[config.mk]
export PLATFORM = sky130hd
export DESIGN_NAME = synth_ctl_seq
export DESIGN_NICKNAME = d
export VERILOG_FILES = /design/src/rtl/synth_ctl_pkg.sv /design/src/rtl/synth_ctl_dec.sv /design/src/rtl/synth_ctl_func.sv /design/src/rtl/synth_ctl_pulse.sv /design/src/rtl/synth_ctl_seq.sv
export SDC_FILE = /design/constraint.sdc
export NUM_CORES = 1
export LEC_CHECK = 0
export CORE_ASPECT_RATIO = 0.6
export CORE_UTILIZATION = 55
export CTS_CLUSTER_DIAMETER = 150
export CTS_CLUSTER_SIZE = 12
export DETAILED_ROUTE_END_ITERATION = 12
export DONT_BUFFER_PORTS = 1
export GPL_TIMING_DRIVEN = 0
export PLACE_DENSITY = 0.75
export SYNTH_ARGS = -nofsm -noshare
export SYNTH_HDL_FRONTEND = slang
export SYNTH_SLANG_ARGS = --single-unit
[constraint.sdc]
create_clock -name clk -period 0.8 [get_ports clk]
set_input_delay 0.08 -clock clk [delete_from_list [all_inputs] [get_ports clk]]
set_output_delay 0.08 -clock clk [all_outputs]
set_load 0.005 [all_outputs]
[src/rtl/synth_ctl_pkg.sv]
package synth_ctl_pkg;

   typedef enum logic [1:0] {
      ADR_REF  = 2'b00,
      ADR_AB   = 2'b01,
      ADR_FUNC = 2'b10,
      ADR_INIT = 2'b11
   } addr_e;

   localparam int unsigned NUM_LATCH = 4;

   function automatic logic sync_pd_sel(input logic pd1, input logic pd2);
      return pd1 & ~pd2;
   endfunction

endpackage

[src/rtl/synth_ctl_dec.sv]
module synth_ctl_dec
   import synth_ctl_pkg::*;
#(
   parameter int unsigned N_SEL = NUM_LATCH
)(
   input  logic             load_i,
   input  logic [1:0]       addr_i,
   output logic [N_SEL-1:0] sel_o
);
   initial begin
      assert (N_SEL == 4) else $error("decoder needs four latches");
   end

   for (genvar i = 0; i < N_SEL; i++) begin : g_sel
      assign sel_o[i] = load_i && (addr_i == 2'(i));
   end
endmodule

[src/rtl/synth_ctl_func.sv]
module synth_ctl_func #(
   parameter int unsigned WORD_W = 24,
   parameter int unsigned CUR_W  = 3,
   parameter int unsigned PSC_W  = 2
)(
   input  logic              clk,
   input  logic              rst_n,
   input  logic              wr_i,
   input  logic [WORD_W-1:0] word_i,
   output logic              cfg_o,
   output logic              hold_o,
   output logic              pd1_o,
   output logic              pd2_o,
   output logic              pol_o,
   output logic              tri_o,
   output logic              fl_o,
   output logic [CUR_W-1:0]  cur1_o,
   output logic [CUR_W-1:0]  cur2_o,
   output logic [PSC_W-1:0]  psc_o
);
   localparam int unsigned F_HOLD = 2;
   localparam int unsigned F_PD1  = 3;
   localparam int unsigned F_POL  = 4;
   localparam int unsigned F_TRI  = 5;
   localparam int unsigned F_PD2  = 6;
   localparam int unsigned F_CUR1 = 7;
   localparam int unsigned F_FL   = F_CUR1 + CUR_W;
   localparam int unsigned F_CUR2 = F_FL + 1;
   localparam int unsigned F_PSC  = F_CUR2 + CUR_W;
   localparam int unsigned MIN_W  = F_PSC + PSC_W;

   initial begin
      assert (WORD_W >= MIN_W) else $error("word too narrow for function fields");
   end

   logic [WORD_W-1:0] func_q;

   always_ff @(posedge clk or negedge rst_n) begin
      if (!rst_n) begin
         func_q <= '0;
         cfg_o  <= 1'b0;
      end else if (wr_i) begin
         func_q <= word_i;
         cfg_o  <= 1'b1;
      end
   end

   assign hold_o = func_q[F_HOLD];
   assign pd1_o  = func_q[F_PD1];
   assign pd2_o  = func_q[F_PD2];
   assign pol_o  = func_q[F_POL];
   assign tri_o  = func_q[F_TRI];
   assign fl_o   = func_q[F_FL];
   assign cur1_o = func_q[F_CUR1 +: CUR_W];
   assign cur2_o = func_q[F_CUR2 +: CUR_W];
   assign psc_o  = func_q[F_PSC +: PSC_W];
endmodule

[src/rtl/synth_ctl_pulse.sv]
module synth_ctl_pulse
   import synth_ctl_pkg::*;
(
   input  logic clk,
   input  logic rst_n,
   input  logic ce_i,
   input  logic init_i,
   input  logic ab_i,
   input  logic func_i,
   input  logic new_pd1_i,
   input  logic new_pd2_i,
   input  logic cur_pd1_i,
   input  logic cur_pd2_i,
   output logic armed_o,
   output logic pulse_o,
   output logic pds_o
);
   always_ff @(posedge clk or negedge rst_n) begin
      if (!rst_n) begin
         armed_o <= 1'b0;
         pulse_o <= 1'b0;
         pds_o   <= 1'b0;
      end else begin
         pulse_o <= 1'b0;
         if (init_i) begin
            armed_o <= 1'b1;
            pulse_o <= 1'b1;
            pds_o   <= ce_i && sync_pd_sel(new_pd1_i, new_pd2_i);
         end else if (ab_i && armed_o) begin
            armed_o <= 1'b0;
            pulse_o <= 1'b1;
            if (ce_i && sync_pd_sel(cur_pd1_i, cur_pd2_i)) pds_o <= 1'b1;
         end else if (func_i && !sync_pd_sel(new_pd1_i, new_pd2_i)) begin
            pds_o <= 1'b0;
         end
      end
   end
endmodule

[src/rtl/synth_ctl_seq.sv]
module synth_ctl_seq
   import synth_ctl_pkg::*;
#(
   parameter int unsigned WORD_W = 24,
   parameter int unsigned CUR_W  = 3,
   parameter int unsigned PSC_W  = 2
)(
   input  logic              clk,
   input  logic              rst_n,
   input  logic              ce_i,
   input  logic              load_i,
   input  logic [WORD_W-1:0] word_i,
   output logic [WORD_W-3:0] ref_data_o,
   output logic [WORD_W-3:0] ab_data_o,
   output logic              ref_ld_o,
   output logic              ab_ld_o,
   output logic              cnt_hold_o,
   output logic              cnt_rst_pulse_o,
   output logic              cp_tri_o,
   output logic              pd_pol_o,
   output logic [CUR_W-1:0]  cur1_o,
   output logic [CUR_W-1:0]  cur2_o,
   output logic [PSC_W-1:0]  presc_o,
   output logic              fastlock_o,
   output logic              pwr_down_o
);
   localparam int unsigned DATA_W = WORD_W - 2;

   logic [NUM_LATCH-1:0] sel;
   logic cfg, pd1, pd2, tri_bit, armed_q, pds;

   synth_ctl_dec #(.N_SEL(NUM_LATCH)) u_dec (
      .load_i (load_i),
      .addr_i (word_i[1:0]),
      .sel_o  (sel)
   );

   synth_ctl_func #(.WORD_W(WORD_W), .CUR_W(CUR_W), .PSC_W(PSC_W)) u_func (
      .clk    (clk),
      .rst_n  (rst_n),
      .wr_i   (sel[ADR_FUNC] | sel[ADR_INIT]),
      .word_i (word_i),
      .cfg_o  (cfg),
      .hold_o (cnt_hold_o),
      .pd1_o  (pd1),
      .pd2_o  (pd2),
      .pol_o  (pd_pol_o),
      .tri_o  (tri_bit),
      .fl_o   (fastlock_o),
      .cur1_o (cur1_o),
      .cur2_o (cur2_o),
      .psc_o  (presc_o)
   );

   synth_ctl_pulse u_pulse (
      .clk       (clk),
      .rst_n     (rst_n),
      .ce_i      (ce_i),
      .init_i    (sel[ADR_INIT]),
      .ab_i      (sel[ADR_AB]),
      .func_i    (sel[ADR_FUNC]),
      .new_pd1_i (word_i[3]),
      .new_pd2_i (word_i[6]),
      .cur_pd1_i (pd1),
      .cur_pd2_i (pd2),
      .armed_o   (armed_q),
      .pulse_o   (cnt_rst_pulse_o),
      .pds_o     (pds)
   );

   always_ff @(posedge clk or negedge rst_n) begin
      if (!rst_n) begin
         ref_data_o <= '0;
         ab_data_o  <= '0;
         ref_ld_o   <= 1'b0;
         ab_ld_o    <= 1'b0;
      end else begin
         ref_ld_o <= sel[ADR_REF];
         ab_ld_o  <= sel[ADR_AB];
         if (sel[ADR_REF]) ref_data_o <= word_i[WORD_W-1:2];
         if (sel[ADR_AB])  ab_data_o  <= word_i[WORD_W-1:2];
      end
   end

   assign pwr_down_o = !ce_i || !cfg || pds;
   assign cp_tri_o   = tri_bit || cnt_hold_o || cnt_rst_pulse_o || pwr_down_o;

   initial begin
      assert (DATA_W >= 1) else $error("word width too small");
   end
endmodule

* After elaboration in Yosys (flattened, before gate mapping)
Index checks and enable logic that the tools add are counted.
** Cells by class
- Eq/ne operators :: 4
- Mux-type cells :: 8
- Bitwise gates (word level) :: 5
- Reductions and logical operators :: 20
** Operators with widths (number)
- logical AND 1 bit :: 8
- two-way mux 1 bit :: 8
- logical OR 1 bit :: 5
- equality test 2 bit (second input constant) :: 2
- logical NOT 1 bit :: 3
- != test 3 x 2 -> 1 bit (second input constant) :: 1
- nonzero test 3 bit :: 1
- AND 1 bit :: 2
- equality test 2 x 1 -> 1 bit (second input constant) :: 1
- logical NOT 2 bit :: 1
- inverter 1 bit :: 2
- AND reduction 2 bit :: 1
- nonzero test 2 bit :: 1
- bitwise OR 1 bit :: 1
** Word-level totals
- Register bits :: 66
- Input bits :: 28
- Output and inout port bits :: 60
- Word-level logic and storage cells :: 46

* Longest topological paths before layout
- Word-level depth :: 7
- Mapped depth :: 4
- Depth with buffers taken out :: 3

* Hierarchy
A second synthesis with hierarchy kept.
** Unflattened totals
- Cells, all modules :: 147
- Area total of the unflattened synthesis :: 2491.1 um2
** By module, submodules not included
- synth_ctl_seq :: instances 1, cells each 97, area each 1710.4 um2, seq. area each 1151.1 um2
- synth_ctl_func :: instances 1, cells each 32, area each 604.3 um2, seq. area each 375.4 um2
- synth_ctl_pulse :: instances 1, cells each 14, area each 138.9 um2, seq. area each 75.1 um2
- synth_ctl_dec :: instances 1, cells each 4, area each 37.5 um2, seq. area each 0.0 um2

* Worst setup path before layout
Ideal clock, no wire load.
- Path kind :: register to output
- From :: reg u_pulse.pds_o
- To :: out cp_tri_o
- Data arrival time :: 0.958 ns
- Required time :: 0.720 ns
- Slack :: -0.238 ns
- Cell stages (with the launch flop) :: 3
- Buffers on the path :: 0
- Path through :: dfrtp_1 > nand3b_1 > or4_1
** On the way
- Longest elaborated chain between the ends :: 2
** Ends and longest elaborated chain
- start, declared :: RTL line synth_ctl_pulse.sv:16 : output logic pds_o
- start signal, assigned :: RTL line synth_ctl_pulse.sv:28 : pds_o <= ce_i && sync_pd_sel(new_pd1_i, new_pd2_i);
- logical OR 1 bit :: RTL line synth_ctl_seq.sv:85 : assign pwr_down_o = !ce_i || !cfg || pds;
- named net pwr_down_o :: RTL line synth_ctl_seq.sv:25 : output logic pwr_down_o
- logical OR 1 bit :: RTL line synth_ctl_seq.sv:86 : assign cp_tri_o = tri_bit || cnt_hold_o || cnt_rst_pulse_o || pwr_down_o;
- end, declared :: RTL line synth_ctl_seq.sv:19 : output logic cp_tri_o,
The timed path passes the listed nets, and every way through them passes these cells.

* Worst setup path in the final report
Ends and elaborated chain as after synthesis.

==> flow_summary.json <==
{
  "grt_start_max_net_pins": 65,
  "rsz0062_at_grt": "yes",
  "syn_area_per_cell_um2": 16.4,
  "cts_tree": "done",
  "setup_viol": 71,
  "yosys-top-cells-area": "dfrtp_1 (66%), mux2_2 (26%), buf_6 (0.93%)",
  "grt_pass1_vias": 1508,
  "yosys_warnings": 0,
  "max_freq_ghz": 0.683,
  "dieHeight_um": 53.4,
  "finalMaxSlewViolations": 0,
  "hold_class": "input port to async pin",
  "num_antenna_cells": 0,
  "layout-drive-gt1-share": 0.454,
  "synthesis.area_um2": 2420,
  "fin_nets": 219,
  "synthMuxAreaShare": 0.266,
  "setup.worst_path.start_class": "flop",
  "viasPerCell": 5.57,
  "final_hold_viol_count": 65,
  "routed_wl_mm": 5.48,
  "gp_congestion": 0.803,
  "synth_top_family_by_area": "multiplexers",
  "synth-xor-area-share": 0,
  "r2r_slack_ns": -0.09,
  "critical_path.endpoint_type": "output pin",
  "reg2reg_from": "u_func.func_q[6]$_DFFE_PN0P_",
  "area_growth_pct": 32.7,
  "root_buffer": "clkbuf_8",
  "insertion_delay_ns": 0.33,
  "vias": 1427,
  "core_um2": 4170,
  "violations": "hold timing, setup timing",
  "drc": 0,
  "post-route-min-period_ns": 1.46,
  "worstSetupStartpoint": "u_pulse.pds_o$_DFFE_PN0P_",
  "power_leakage_uw": 0.00150,
  "max-cap-violations": 0,
  "synthCells": 147,
  "grt_pass1_wl_mm": 7.57,
  "synthAdderAreaFrac": 0,
  "antenna_found_initial": 0,
  "portBuffers": 0,
  "wl_per_cell_um": 21.4,
  "firstDrtPassIters": 4,
  "dp_cells": 207,
  "initial_utilization": 0.580,
  "clock-sinks": 64,
  "clock_skew_ns": 0.00145,
  "instances_no_fill": 256,
  "drtIter0Drc": 41,
  "crit_arrival_ns": 1.38,
  "overflow": 0,
  "relSlewSlack": 0.826,
  "async_reset_ff_frac": 1.00,
  "synth-simple-area-share": 0.0424,
  "yosysSeqAreaShare": 0.663,
  "synth-edff-count": 0,
  "synth_top_flop_cell": "dfrtp_1",
  "fillers": 232,
  "rows": 18,
  "ant_nets": 0,
  "synth_compound_area_frac": 0.00880,
  "status": "complete, but fails checks",
  "place_worst_setup_slack_ns": -0.355,
  "yosysUniqueCellTypes": 20,
  "worst_slack_ns": -0.664,
  "synth-seq-cells": 64,
  "cts_buffers": 9,
  "hpwl_mm": 3.31,
  "grt.total_usage": 0.235,
  "yosysTopAreaCell": "dfrtp_1",
  "pin_count": 88,
  "crit_fanout": 2,
  "path_class": "flop to output pin",
  "die_width_um": 87.6,
  "synth_top_cell_area_share": 0.663,
  "fin_hold_ws_ns": -0.565,
  "power.density_nw_per_um2": 2580,
  "syn_nets": 175,
  "worst_slew_pin_slew_ns": 0.259,
  "dieArea_um2": 4670,
  "clk_pin_slew_ns": 0.06,
  "finalCritPeriodShare": 1.83,
  "clk_path_buf_depth": 2,
  "h-tree-depth": 3,
  "required_ns": 0.72,
  "irDropWorstVdd_mv": 1.41
}
==> layout by cell type (no fill, tap or decap), drive strengths merged <==
master / instances
a21oi: 1
a31oi: 1
and4b: 1
buf: 13
bufinv: 2
clkbuf: 13
clkinv: 1
dfrtp: 64
dlygate4sd3: 23
dlymetal6s4s: 2
inv: 2
mux2: 57
nand2: 4
nand2b: 2
nand3b: 2
nor2: 2
nor3: 2
nor3b: 1
o21ai: 2
or4: 1
==> report_power, final <==
group,total (µW),switching (µW),internal [µW]
Sequential,4250,462,3790
Combinational,1070,318,750
Clock,2950,1110,1840
==> layout make-up <==
class                           instances  area (µm²)  share of cell area
Buffer                                  5        63.8              0.0199
Clock buffer                           13         149              0.0464
Clock inverter                          3        65.1              0.0203
Inverter                                2        7.51             0.00234
Multi-Input combinational cell         76         911               0.284
Sequential cell                        64        1600               0.499
Tap cell                               60        75.1              0.0234
Timing Repair Buffer                   33         334               0.104
==> through the flow <==
stage	area [µm²]	total power, µW	TNS (ns)	hold WS (ns)	utilization
detailed placement	2600	5090	-9.30	-0.215	0.624
global placement	2600	5010	-8.75	-0.215	0.624
CTS	3080	8220	-15.88	-0.576	0.740
floorplan	2520	4850	-4.89	-0.216	-
global route	3210	8600	-4.51	-0.588	0.770
finish	3210	8270	-1.87	-0.565	0.770
==> Yosys cell counts (2+ instances only) <==
library cell / instances
buf_6: 2
o21ai_0: 2
nand2b_1: 2
mux2_2: 56
buf_4: 2
dfrtp_1: 64
nor2_1: 2
nand2_1: 3
nor3_1: 2
inv_1: 2
==> state kept, by name, indices dropped and copies added, names as in the netlist <==
name	cells
u_pulse.armed_o	1
u_pulse.pulse_o	1
ref_data_o	22
ref_ld_o	1
u_func.func_q	14
ab_data_o	22
ab_ld_o	1
u_pulse.pds_o	1
u_func.cfg_o	1
==> kinds of logic (layout without fill, tap and decap cells) <==
logic type | after synthesis | after routing
flip-flops | 64 | 64
multiplexers | 57 | 57
buffers and inverters | 7 | 56
AO/OA/AOI/OAI | 4 | 4
AND/OR/NAND/NOR | 15 | 15
==> critical path, stage by stage (launching register included) <==
cell and delay (ns):
dfrtp_1 0.38, nand3b_1 0.22, or4_4 0.45
==> per-layer routing <==
layer	GRT usage	vias to the layer above	routed length, µm
li1	-	608	-
met1	0.274	740	2280
met2	0.366	67	2620
met3	0.134	12	505
met4	0.0820	0	63
met5	0	-	0
==> worst paths after layout <==
check,to,cells past startpoint
worst max-delay path,cp_tri_o,2
worst max register to register,u_pulse.pds_o$_DFFE_PN0P_,3
min in group clk,ref_ld_o$_DFF_PN0_,2
worst min register to register,u_func.func_q[6]$_DFFE_PN0P_,2
max in group asynchronous,u_func.func_q[3]$_DFFE_PN0P_,0
worst min-delay path,ab_data_o[15]$_DFFE_PN0P_,0
==> what timing repair did <==
item	in CTS	in global routing
cloned	0	2
buffers inserted	1	4
hold buffers	25	1
gates resized for setup	3	29
setup endpoints to repair	65	98
pin swaps	0	2
hold endpoints to repair	126	67
Note: power is estimated with default switching activity, not from simulation.
